===== config.mk =====
export PLATFORM = sky130hd
export DESIGN_NAME = gfp_laps_tx_encap
export DESIGN_NICKNAME = d
export VERILOG_FILES = /design/src/rtl/encap_pkg.sv /design/src/rtl/encap_ctrl_bank.sv /design/src/rtl/encap_scrambler.sv /design/src/rtl/encap_fcs_acc.sv /design/src/rtl/encap_core_header.sv /design/src/rtl/gfp_laps_tx_encap.sv
export SDC_FILE = /design/constraint.sdc
export NUM_CORES = 1
export LEC_CHECK = 0
export CORE_UTILIZATION = 40
export DETAILED_ROUTE_END_ITERATION = 8
export PLACE_DENSITY = 0.62
export REMOVE_ABC_BUFFERS = 1
export SKIP_LAST_GASP = 1
export SYNTH_ARGS = -nofsm -noshare
export SYNTH_HDL_FRONTEND = slang
export SYNTH_SLANG_ARGS = --single-unit

===== constraint.sdc =====
create_clock -name clk -period 12.15 [get_ports clk]
set_input_delay 2.43 -clock clk [delete_from_list [all_inputs] [get_ports clk]]
set_output_delay 2.43 -clock clk [all_outputs]
set_load 0.05 [all_outputs]

===== src/rtl/encap_pkg.sv =====
package encap_pkg;

    localparam int BYTE_W     = 8;
    localparam int WORD_BYTES = 4;
    localparam int PLI_W      = 16;

    typedef enum logic [2:0] {
        ST_IDLE,
        ST_OPEN,
        ST_CORE,
        ST_HDR,
        ST_PAY,
        ST_FCS
    } enc_state_e;

    typedef struct packed {
        logic              gfp;
        logic              scr_off;
        logic              fcs_off;
        logic              fcs_bad;
        logic              laps_hdr_off;
        logic              gfp_hdr_off;
        logic [BYTE_W-1:0] hdr;
    } enc_cfg_t;

    // reflected CRC-32 step over one byte, LSB first
    function automatic logic [31:0] crc32_step(logic [31:0] c, logic [BYTE_W-1:0] d);
        logic [31:0] r;
        r = c;
        for (int i = 0; i < BYTE_W; i++) begin
            if (r[0] ^ d[i]) r = (r >> 1) ^ 32'hEDB8_8320;
            else             r = r >> 1;
        end
        return r;
    endfunction

    // CRC-16 x^16+x^12+x^5+1 step over one byte, MSB first
    function automatic logic [15:0] crc16_step(logic [15:0] c, logic [BYTE_W-1:0] d);
        logic [15:0] r;
        r = c;
        for (int i = BYTE_W - 1; i >= 0; i--) begin
            if (r[15] ^ d[i]) r = (r << 1) ^ 16'h1021;
            else              r = r << 1;
        end
        return r;
    endfunction

endpackage


===== src/rtl/encap_ctrl_bank.sv =====
module encap_ctrl_bank
    import encap_pkg::*;
#(
    parameter logic [BYTE_W-1:0] HDR_RST = 8'h04
) (
    input  logic     clk,
    input  logic     rst_n,
    input  logic     wr_en,
    input  enc_cfg_t wr_cfg,
    input  logic     take,
    output enc_cfg_t act_cfg
);

    localparam enc_cfg_t CFG_RST = '{
        gfp:          1'b0,
        scr_off:      1'b0,
        fcs_off:      1'b0,
        fcs_bad:      1'b0,
        laps_hdr_off: 1'b0,
        gfp_hdr_off:  1'b0,
        hdr:          HDR_RST
    };

    enc_cfg_t pend_q;

    // pending copy follows writes; working copy moves only at frame open
    always_ff @(posedge clk or negedge rst_n) begin
        if (!rst_n) begin
            pend_q  <= CFG_RST;
            act_cfg <= CFG_RST;
        end else begin
            if (wr_en) pend_q  <= wr_cfg;
            if (take)  act_cfg <= pend_q;
        end
    end

endmodule


===== src/rtl/encap_scrambler.sv =====
module encap_scrambler
    import encap_pkg::*;
#(
    parameter int LAG = 43
) (
    input  logic              clk,
    input  logic              rst_n,
    input  logic              adv,
    input  logic [BYTE_W-1:0] din,
    output logic [BYTE_W-1:0] dout
);

    localparam int KEEP = LAG - BYTE_W;

    logic [LAG-1:0] hist_q;

    generate
        if (LAG <= BYTE_W) begin : g_bad_lag
            initial $error("scrambler lag must exceed the byte width");
        end
    endgenerate

    // hist_q[0] is the newest line bit; bit 7 of a byte leaves first
    assign dout = din ^ hist_q[LAG-1 -: BYTE_W];

    always_ff @(posedge clk or negedge rst_n) begin
        if (!rst_n)   hist_q <= '0;
        else if (adv) hist_q <= {hist_q[KEEP-1:0], dout};
    end

endmodule


===== src/rtl/encap_fcs_acc.sv =====
module encap_fcs_acc
    import encap_pkg::*;
(
    input  logic              clk,
    input  logic              rst_n,
    input  logic              init,
    input  logic              upd,
    input  logic [BYTE_W-1:0] din,
    output logic [31:0]       crc
);

    always_ff @(posedge clk or negedge rst_n) begin
        if (!rst_n)    crc <= 32'hFFFF_FFFF;
        else if (init) crc <= 32'hFFFF_FFFF;
        else if (upd)  crc <= crc32_step(crc, din);
    end

endmodule


===== src/rtl/encap_core_header.sv =====
module encap_core_header
    import encap_pkg::*;
#(
    parameter logic [31:0] DC_MASK = 32'hB6AB_31E0
) (
    input  logic [PLI_W-1:0] len,
    input  logic             hdr_on,
    input  logic             fcs_on,
    output logic [31:0]      word
);

    logic [PLI_W-1:0] pli;
    logic [15:0]      hec;

    always_comb begin
        pli  = len + PLI_W'(hdr_on) + (fcs_on ? PLI_W'(WORD_BYTES) : '0);
        hec  = crc16_step(crc16_step(16'h0000, pli[15:8]), pli[7:0]);
        word = {pli, hec} ^ DC_MASK;
    end

endmodule


===== src/rtl/gfp_laps_tx_encap.sv =====
module gfp_laps_tx_encap
    import encap_pkg::*;
#(
    parameter int                SCR_LAG = 43,
    parameter logic [BYTE_W-1:0] HDR_RST = 8'h04,
    parameter logic [31:0]       DC_MASK = 32'hB6AB_31E0
) (
    input  logic        clk,
    input  logic        rst_n,
    input  logic        ctrl_we,
    input  logic        ctrl_gfp,
    input  logic        ctrl_scr_off,
    input  logic        ctrl_fcs_off,
    input  logic        ctrl_fcs_bad,
    input  logic        ctrl_laps_hdr_off,
    input  logic        ctrl_gfp_hdr_off,
    input  logic [7:0]  ctrl_hdr_byte,
    input  logic [7:0]  in_data,
    input  logic        in_valid,
    input  logic        in_sop,
    input  logic        in_eop,
    input  logic [15:0] in_len,
    output logic        in_ready,
    output logic [7:0]  out_data,
    output logic        out_valid,
    output logic        out_sof,
    output logic        out_eof
);

    localparam int               IDX_W    = $clog2(WORD_BYTES);
    localparam logic [IDX_W-1:0] IDX_LAST = IDX_W'(WORD_BYTES - 1);

    enc_state_e        state_q, state_d;
    logic [IDX_W-1:0]  idx_q, idx_d;
    logic              first_q;
    logic [PLI_W-1:0]  len_q;
    logic              take, crc_init;
    enc_cfg_t          wr_cfg, act_cfg;
    logic              hdr_on, fcs_on;
    logic [31:0]       core_word, crc_q, fcs_word;
    logic              emit, scr_sel, crc_upd, last_b, scr_adv;
    logic [BYTE_W-1:0] raw_b, scr_b, tx_b;

    assign wr_cfg = '{
        gfp:          ctrl_gfp,
        scr_off:      ctrl_scr_off,
        fcs_off:      ctrl_fcs_off,
        fcs_bad:      ctrl_fcs_bad,
        laps_hdr_off: ctrl_laps_hdr_off,
        gfp_hdr_off:  ctrl_gfp_hdr_off,
        hdr:          ctrl_hdr_byte
    };

    encap_ctrl_bank #(.HDR_RST(HDR_RST)) u_ctrl (
        .clk     (clk),
        .rst_n   (rst_n),
        .wr_en   (ctrl_we),
        .wr_cfg  (wr_cfg),
        .take    (take),
        .act_cfg (act_cfg)
    );

    assign hdr_on = act_cfg.gfp ? !act_cfg.gfp_hdr_off : !act_cfg.laps_hdr_off;
    assign fcs_on = !act_cfg.fcs_off;

    encap_core_header #(.DC_MASK(DC_MASK)) u_core (
        .len    (len_q),
        .hdr_on (hdr_on),
        .fcs_on (fcs_on),
        .word   (core_word)
    );

    encap_fcs_acc u_fcs (
        .clk   (clk),
        .rst_n (rst_n),
        .init  (crc_init),
        .upd   (crc_upd),
        .din   (raw_b),
        .crc   (crc_q)
    );

    assign fcs_word = act_cfg.fcs_bad ? crc_q : ~crc_q;
    assign scr_adv  = emit && scr_sel && !act_cfg.scr_off;

    encap_scrambler #(.LAG(SCR_LAG)) u_scr (
        .clk   (clk),
        .rst_n (rst_n),
        .adv   (scr_adv),
        .din   (raw_b),
        .dout  (scr_b)
    );

    assign tx_b     = (scr_sel && !act_cfg.scr_off) ? scr_b : raw_b;
    assign in_ready = (state_q == ST_PAY) || ((state_q == ST_IDLE) && !in_sop);

    // next-state logic
    always_comb begin
        state_d  = state_q;
        idx_d    = idx_q;
        take     = 1'b0;
        crc_init = 1'b0;
        unique case (state_q)
            ST_IDLE: begin
                if (in_valid && in_sop) begin
                    take     = 1'b1;
                    crc_init = 1'b1;
                    idx_d    = '0;
                    state_d  = ST_OPEN;
                end
            end
            ST_OPEN: begin
                if (act_cfg.gfp) state_d = ST_CORE;
                else             state_d = hdr_on ? ST_HDR : ST_PAY;
            end
            ST_CORE: begin
                idx_d = idx_q + IDX_W'(1);
                if (idx_q == IDX_LAST) state_d = hdr_on ? ST_HDR : ST_PAY;
            end
            ST_HDR: state_d = ST_PAY;
            ST_PAY: begin
                if (in_valid && in_eop) state_d = fcs_on ? ST_FCS : ST_IDLE;
            end
            ST_FCS: begin
                idx_d = idx_q + IDX_W'(1);
                if (idx_q == IDX_LAST) state_d = ST_IDLE;
            end
            default: state_d = ST_IDLE;
        endcase
    end

    // output decode
    always_comb begin
        emit    = 1'b0;
        scr_sel = 1'b0;
        crc_upd = 1'b0;
        last_b  = 1'b0;
        raw_b   = '0;
        unique case (state_q)
            ST_IDLE, ST_OPEN: ;
            ST_CORE: begin
                emit  = 1'b1;
                raw_b = core_word[BYTE_W*int'(IDX_LAST - idx_q) +: BYTE_W];
            end
            ST_HDR: begin
                emit    = 1'b1;
                scr_sel = 1'b1;
                crc_upd = 1'b1;
                raw_b   = act_cfg.hdr;
            end
            ST_PAY: begin
                if (in_valid) begin
                    emit    = 1'b1;
                    scr_sel = 1'b1;
                    crc_upd = 1'b1;
                    raw_b   = in_data;
                    last_b  = in_eop && !fcs_on;
                end
            end
            ST_FCS: begin
                emit    = 1'b1;
                scr_sel = 1'b1;
                raw_b   = fcs_word[BYTE_W*int'(idx_q) +: BYTE_W];
                last_b  = (idx_q == IDX_LAST);
            end
            default: ;
        endcase
    end

    // state register
    always_ff @(posedge clk or negedge rst_n) begin
        if (!rst_n) begin
            state_q <= ST_IDLE;
            idx_q   <= '0;
            first_q <= 1'b0;
            len_q   <= '0;
        end else begin
            state_q <= state_d;
            idx_q   <= idx_d;
            if (take) begin
                first_q <= 1'b1;
                len_q   <= in_len;
            end else if (emit) begin
                first_q <= 1'b0;
            end
        end
    end

    // line-side output register
    always_ff @(posedge clk or negedge rst_n) begin
        if (!rst_n) begin
            out_valid <= 1'b0;
            out_data  <= '0;
            out_sof   <= 1'b0;
            out_eof   <= 1'b0;
        end else begin
            out_valid <= emit;
            out_data  <= emit ? tx_b : '0;
            out_sof   <= emit && first_q;
            out_eof   <= emit && last_b;
        end
    end

endmodule


# Yosys cells after proc, flatten, opt, wreduce, memory -nomap -nowiden

Cells that the tools add are included.

Add/sub/neg operators: 4
Equal/unequal tests: 10
Shift operators: 2
Mux-type cells: 67
Bitwise gates (word level): 49
Reductions and logical operators: 23

Operator list:

| cell               | number |
|---|---|
| $mux 32            | 25 |
| $mux 13            | 16 |
| $not 13->14        | 8 |
| $shiftx 32x6->8    | 2 |
| $not 3->3          | 15 |
| $not 32->32        | 1 |
| $pmux 8 s4         | 1 |
| $mux 3             | 8 |
| $mux 8             | 3 |
| $xor 1x1->1        | 20 |
| $pmux 3 s6         | 1 |
| $add 16x1->16      | 1 |
| $add 16x16->16     | 1 |
| $not 16->16        | 1 |
| $logic_and 1x1->1  | 9 |
| $pmux 1 s2         | 4 |
| $xor 8x8->8        | 1 |
| $mux 1             | 7 |
| $eq 3x2->1 const B | 2 |
| $eq 3x3->1 const B | 2 |
| $reduce_bool 2->1  | 3 |
| $logic_not 1->1    | 4 |
| $ne 2x1->1 const B | 2 |
| $ne 2x2->1 const B | 2 |
| other kinds (13)   | 16 |

Register bits after elaboration: 136
Input port bits: 44
Output and inout bits: 12
Word-level logic and storage cells: 179

# Logic depth before layout (Yosys ltp)

Depth in word-level cells: 70
Depth in mapped cells: 17

# Cells and area by module

From an unflattened synthesis, not the netlist that was laid out.

Cells, all modules: 684
Area total of the unflattened synthesis: 8,046.5 um^2

By module, submodules not included:

| module            | times used | cells each | area an instance (um^2) |
|---|---|---|---|
| encap_fcs_acc     | 1          | 193        | 2,153.3 |
| gfp_laps_tx_encap | 1          | 230        | 2,104.5 |
| encap_scrambler   | 1          | 99         | 1,871.8 |
| encap_ctrl_bank   | 1          | 58         | 1,041.0 |
| encap_core_header | 1          | 104        | 875.8 |

# Worst setup path before layout

No wires, ideal clock.

Path type: in2out
From: input port in_sop
To: output port in_ready
Data arrival time: 3.622 ns
Data required time: 9.720 ns
Slack: 6.098 ns
Stages: 2
Buffers on the path: 0
Cells stage by stage: nor2b_1 > nor3_1

Longest elaborated chain between the ends: 3

RTL lines:

| what              | line                    | source |
|---|---|---|
| from (decl)       | gfp_laps_tx_encap.sv:20 | `input logic in_sop,` |
| $logic_not 1->1   | gfp_laps_tx_encap.sv:94 | `assign in_ready = (state_q == ST_PAY) \|\| ((state_q == ST_IDLE) && !in_sop);` |
| $logic_and 1x1->1 | gfp_laps_tx_encap.sv:94 |  |
| $logic_or 1x1->1  | gfp_laps_tx_encap.sv:94 |  |
| to (decl)         | gfp_laps_tx_encap.sv:23 | `output logic in_ready,` |

Every way passes these cells.

# Worst setup path in the final report

Same ends and word-level chain as after synthesis.

==> summary.md <==
| Metric | Value |
|---|---|
| Outcome | `finished clean` |
| Layout cells sized above 1 | `16.2%` |
| Period minus WS final | `6.43 ns` |
| Register area | `0.00345 sq mm` |
| Largest family of logic cells by synthesized area | `simple AND/OR/NAND/NOR gates` |
| Cell taking the most area after synthesis | `dfrtp_1` |
| Area grow syn2layout | `16.8%` |
| Area fraction in compound gates after synthesis | `10.4%` |
| Post-synth ARST share | `100%` |
| Setup CP Type | `primary input to output pin` |
| Area of the multi-input gates | `0.00446 sq mm` |
| Total die area | `0.0209 sq mm` |
| Crit end category | `output pin` |
| Final WS setup | `5.72 ns` |
| DR vias/cell | `5.18` |
| Worst hold path class | `register to register` |
| Via count | `5888` |
| Initial Utilization | `41.3%` |
| Clock latency on the worst-skew pair | `0.43 ns` |
| CTS tree | `yes` |
| Clock tree buffer depth | `2` |
| Hold Vio Cnt, Final | `0` |
| Fin. max-slew vios | `0` |
| Tot GR Track Use | `19.1%` |
| Syn_area_per_cell | `9.84 sq um` |
| Post-synth EDFFs | `0` |
| # Post-CTS Setup Buffers | `0` |
| Fmax achieved | `155 MHz` |
| Initial antenna violation count | `0` |
| DP Worst Slack | `5.73 ns` |
| Ys Warns | `0` |
| Synth Area in XOR/XNOR | `18.5%` |
| ANT nets after route | `0` |
| Slew margin rel. | `27.3%` |
| Std-Cell Core Area | `0.0197 sq mm` |
| HPWL after detailed placement | `12300 um` |
| Largest net degree at the start of global routing | `79` |
| CP Launch Type | `primary input` |
| Sequential element share of the synthesized area | `42.4%` |
| Mux contribution to synthesized area | `5.56%` |
| Layout filler cell count | `1918` |
| Reg clk slew, reported paths | `0.06 ns` |
| Root buf cell | `clkbuf_16` |
| TNS Setup | `0 ns` |
| Cell Area, Placed | `0.00888 sq mm` |
| DRC viols | `0` |
| I/O pin cnt | `56` |
| Largest fanout on the critical path | `3` |
| CTS Buf Count | `17` |
| First-pass GRT wire length | `30400 um` |
| Most used flip-flop cell after synthesis | `dfrtp_1` |
| Yosys reg bits | `136` |
| # rows | `51` |
| Total Wirelength | `18100 um` |
| Top cell type's share of synthesized area | `31.4%` |
| Leading post-synthesis cells by cell area | `dfrtp_1, nand2_1, dfstp_2, xnor2_1, xnor3_1` |
| Mapped Cells | `825` |
| Adder-cell share of the synthesized area | `0.616%` |
| Post-Synth Simple-Gate Area | `19.6%` |
| Pre-Repair DR Iteration Count | `5` |
| H-tree depth | `4` |
| Max Cap Violations | `0` |
| Final core area utilization | `48.2%` |
| Final worst path period share | `52.9%` |
| Post-Syn Area | `0.00812 sq mm` |
| Buffers on Ports | `55` |
| Worst EP arrival | `4.00 ns` |
| Clock sink count | `136` |
| Overflow after GRT | `0` |
| Layout net count | `907` |
| Hold buffers post-CTS | `0` |
| RePlAce Congestion | `0.859` |
| Worst Max-Slew Pin Slew | `1.09 ns` |
| Post-DR wirelength/cell | `16.0 um` |
| Endpoints failing setup | `0` |
| WP data required | `9.72 ns` |
| Iter 0 DRT Violations | `422` |
| Ant diodes | `0` |
| Final instance area | `0.00948 sq mm` |
| Clk_skew | `0.00711 ns` |
| Die height | `144 um` |
| Cts repair resizes | `0` |
| Count of cell types in the netlist | `81` |
| Vias in the first global route | `5638` |
| Die width | `144 um` |
| RSZ-0062 raised after global routing | `false` |
[final cells by class]
class | instances | area share, %
tap | 265 | 3.50
clock inverter | 15 | 1.87
inverter | 9 | 0.356
clock buffer | 17 | 4.49
timing repair buffer | 63 | 6.45
sequential | 136 | 36.3
multi-input combinational | 632 | 47.0
[cell usage after synthesis, drive strengths merged, types with 3 or more instances]
cell	n
a211oi	3
a21o	5
a21oi	41
a222oi	6
a22oi	3
a31oi	4
and2	5
and3	6
buf	10
clkbuf	38
dfrtp	102
dfstp	34
ha	4
inv	8
mux2	15
mux2i	9
mux4	8
nand2	246
nand2b	3
nand3	13
nand4	3
nor2	18
nor2b	4
nor3	35
nor4	4
o211ai	3
o21ai	30
o31ai	3
or3	3
xnor2	81
xnor3	14
xor2	32
[cell usage in the layout (no fill, tap or decap), types with 6 or more instances in the layout]
master	instances
nand2_1	245
dfrtp_1	102
xnor2_1	71
clkdlybuf4s50_1	54
a21oi_1	37
dfstp_2	34
nor3_1	33
xor2_1	28
o21ai_0	25
nor2_1	17
clkbuf_16	17
mux2_2	15
xnor3_1	13
nand3_1	12
inv_1	8
mux4_2	8
mux2i_1	8
buf_4	8
xnor2_2	7
a222oi_1	6
[registers in the layout (all words and copies together) (netlist names), 2 cells and up]
| signal | flops |
|---|---|
| u_ctrl.act_cfg | 14 |
| out_data | 8 |
| u_ctrl.pend_q | 14 |
| u_scr.hist_q | 43 |
| u_fcs.crc | 32 |
| state_q | 3 |
| len_q | 16 |
| idx_q | 2 |
[routing by layer]
metal	vias up	track usage (%)	part of all wire, %
met1	2886	27.5	49
met5	-	0	0
li1	2857	-	-
met2	129	29.5	46
met3	16	3.58	4.1
met4	0	4.82	1.0
[metrics by stage]
step | cells | hold WS, ns
detailed placement | 1105 | 0.444
global route | 1137 | 0.475
global placement | 1105 | 0.444
CTS | 1137 | 0.454
finish | 1137 | 0.451
floorplan | 777 | 0.433
[path summary, 6_finish.rpt]
| kind | from | end | slack, ns | depth (start not counted) |
|---|---|---|---|---|
| max | in_sop | in_ready | 5.72 | 4 |
| min | u_ctrl.pend_q[2] | u_ctrl.act_cfg[2] | 0.45 | 2 |
| max reg2reg | u_ctrl.act_cfg[13] | u_fcs.crc[18] | 7.46 | 17 |
| min reg2reg | u_ctrl.pend_q[2] | u_ctrl.act_cfg[2] | 0.45 | 2 |
| max in group asynchronous | rst_n | u_scr.hist_q[42] | 8.85 | 2 |
| min in group asynchronous | rst_n | u_scr.hist_q[33] | 2.04 | 1 |
[cells by family after synthesis]
family                     after synthesis
and+or+nand+nor                        349
AOI/OAI and AO/OA                      119
xor gates and xnor gates               128
DFF                                    136
adders and majority gates                4
buffers and inverters                   57
muxes                                   32
[worst max-delay path: stages]
cell	delay, ns
clkdlybuf4s50_1	0.43
nor2b_1	0.16
nor3_1	0.15
clkdlybuf4s50_1	0.83
Power is left out: the tool's default activity adds up to more than one toggle a clock period on the data nets, which glitch-free logic cannot reach.
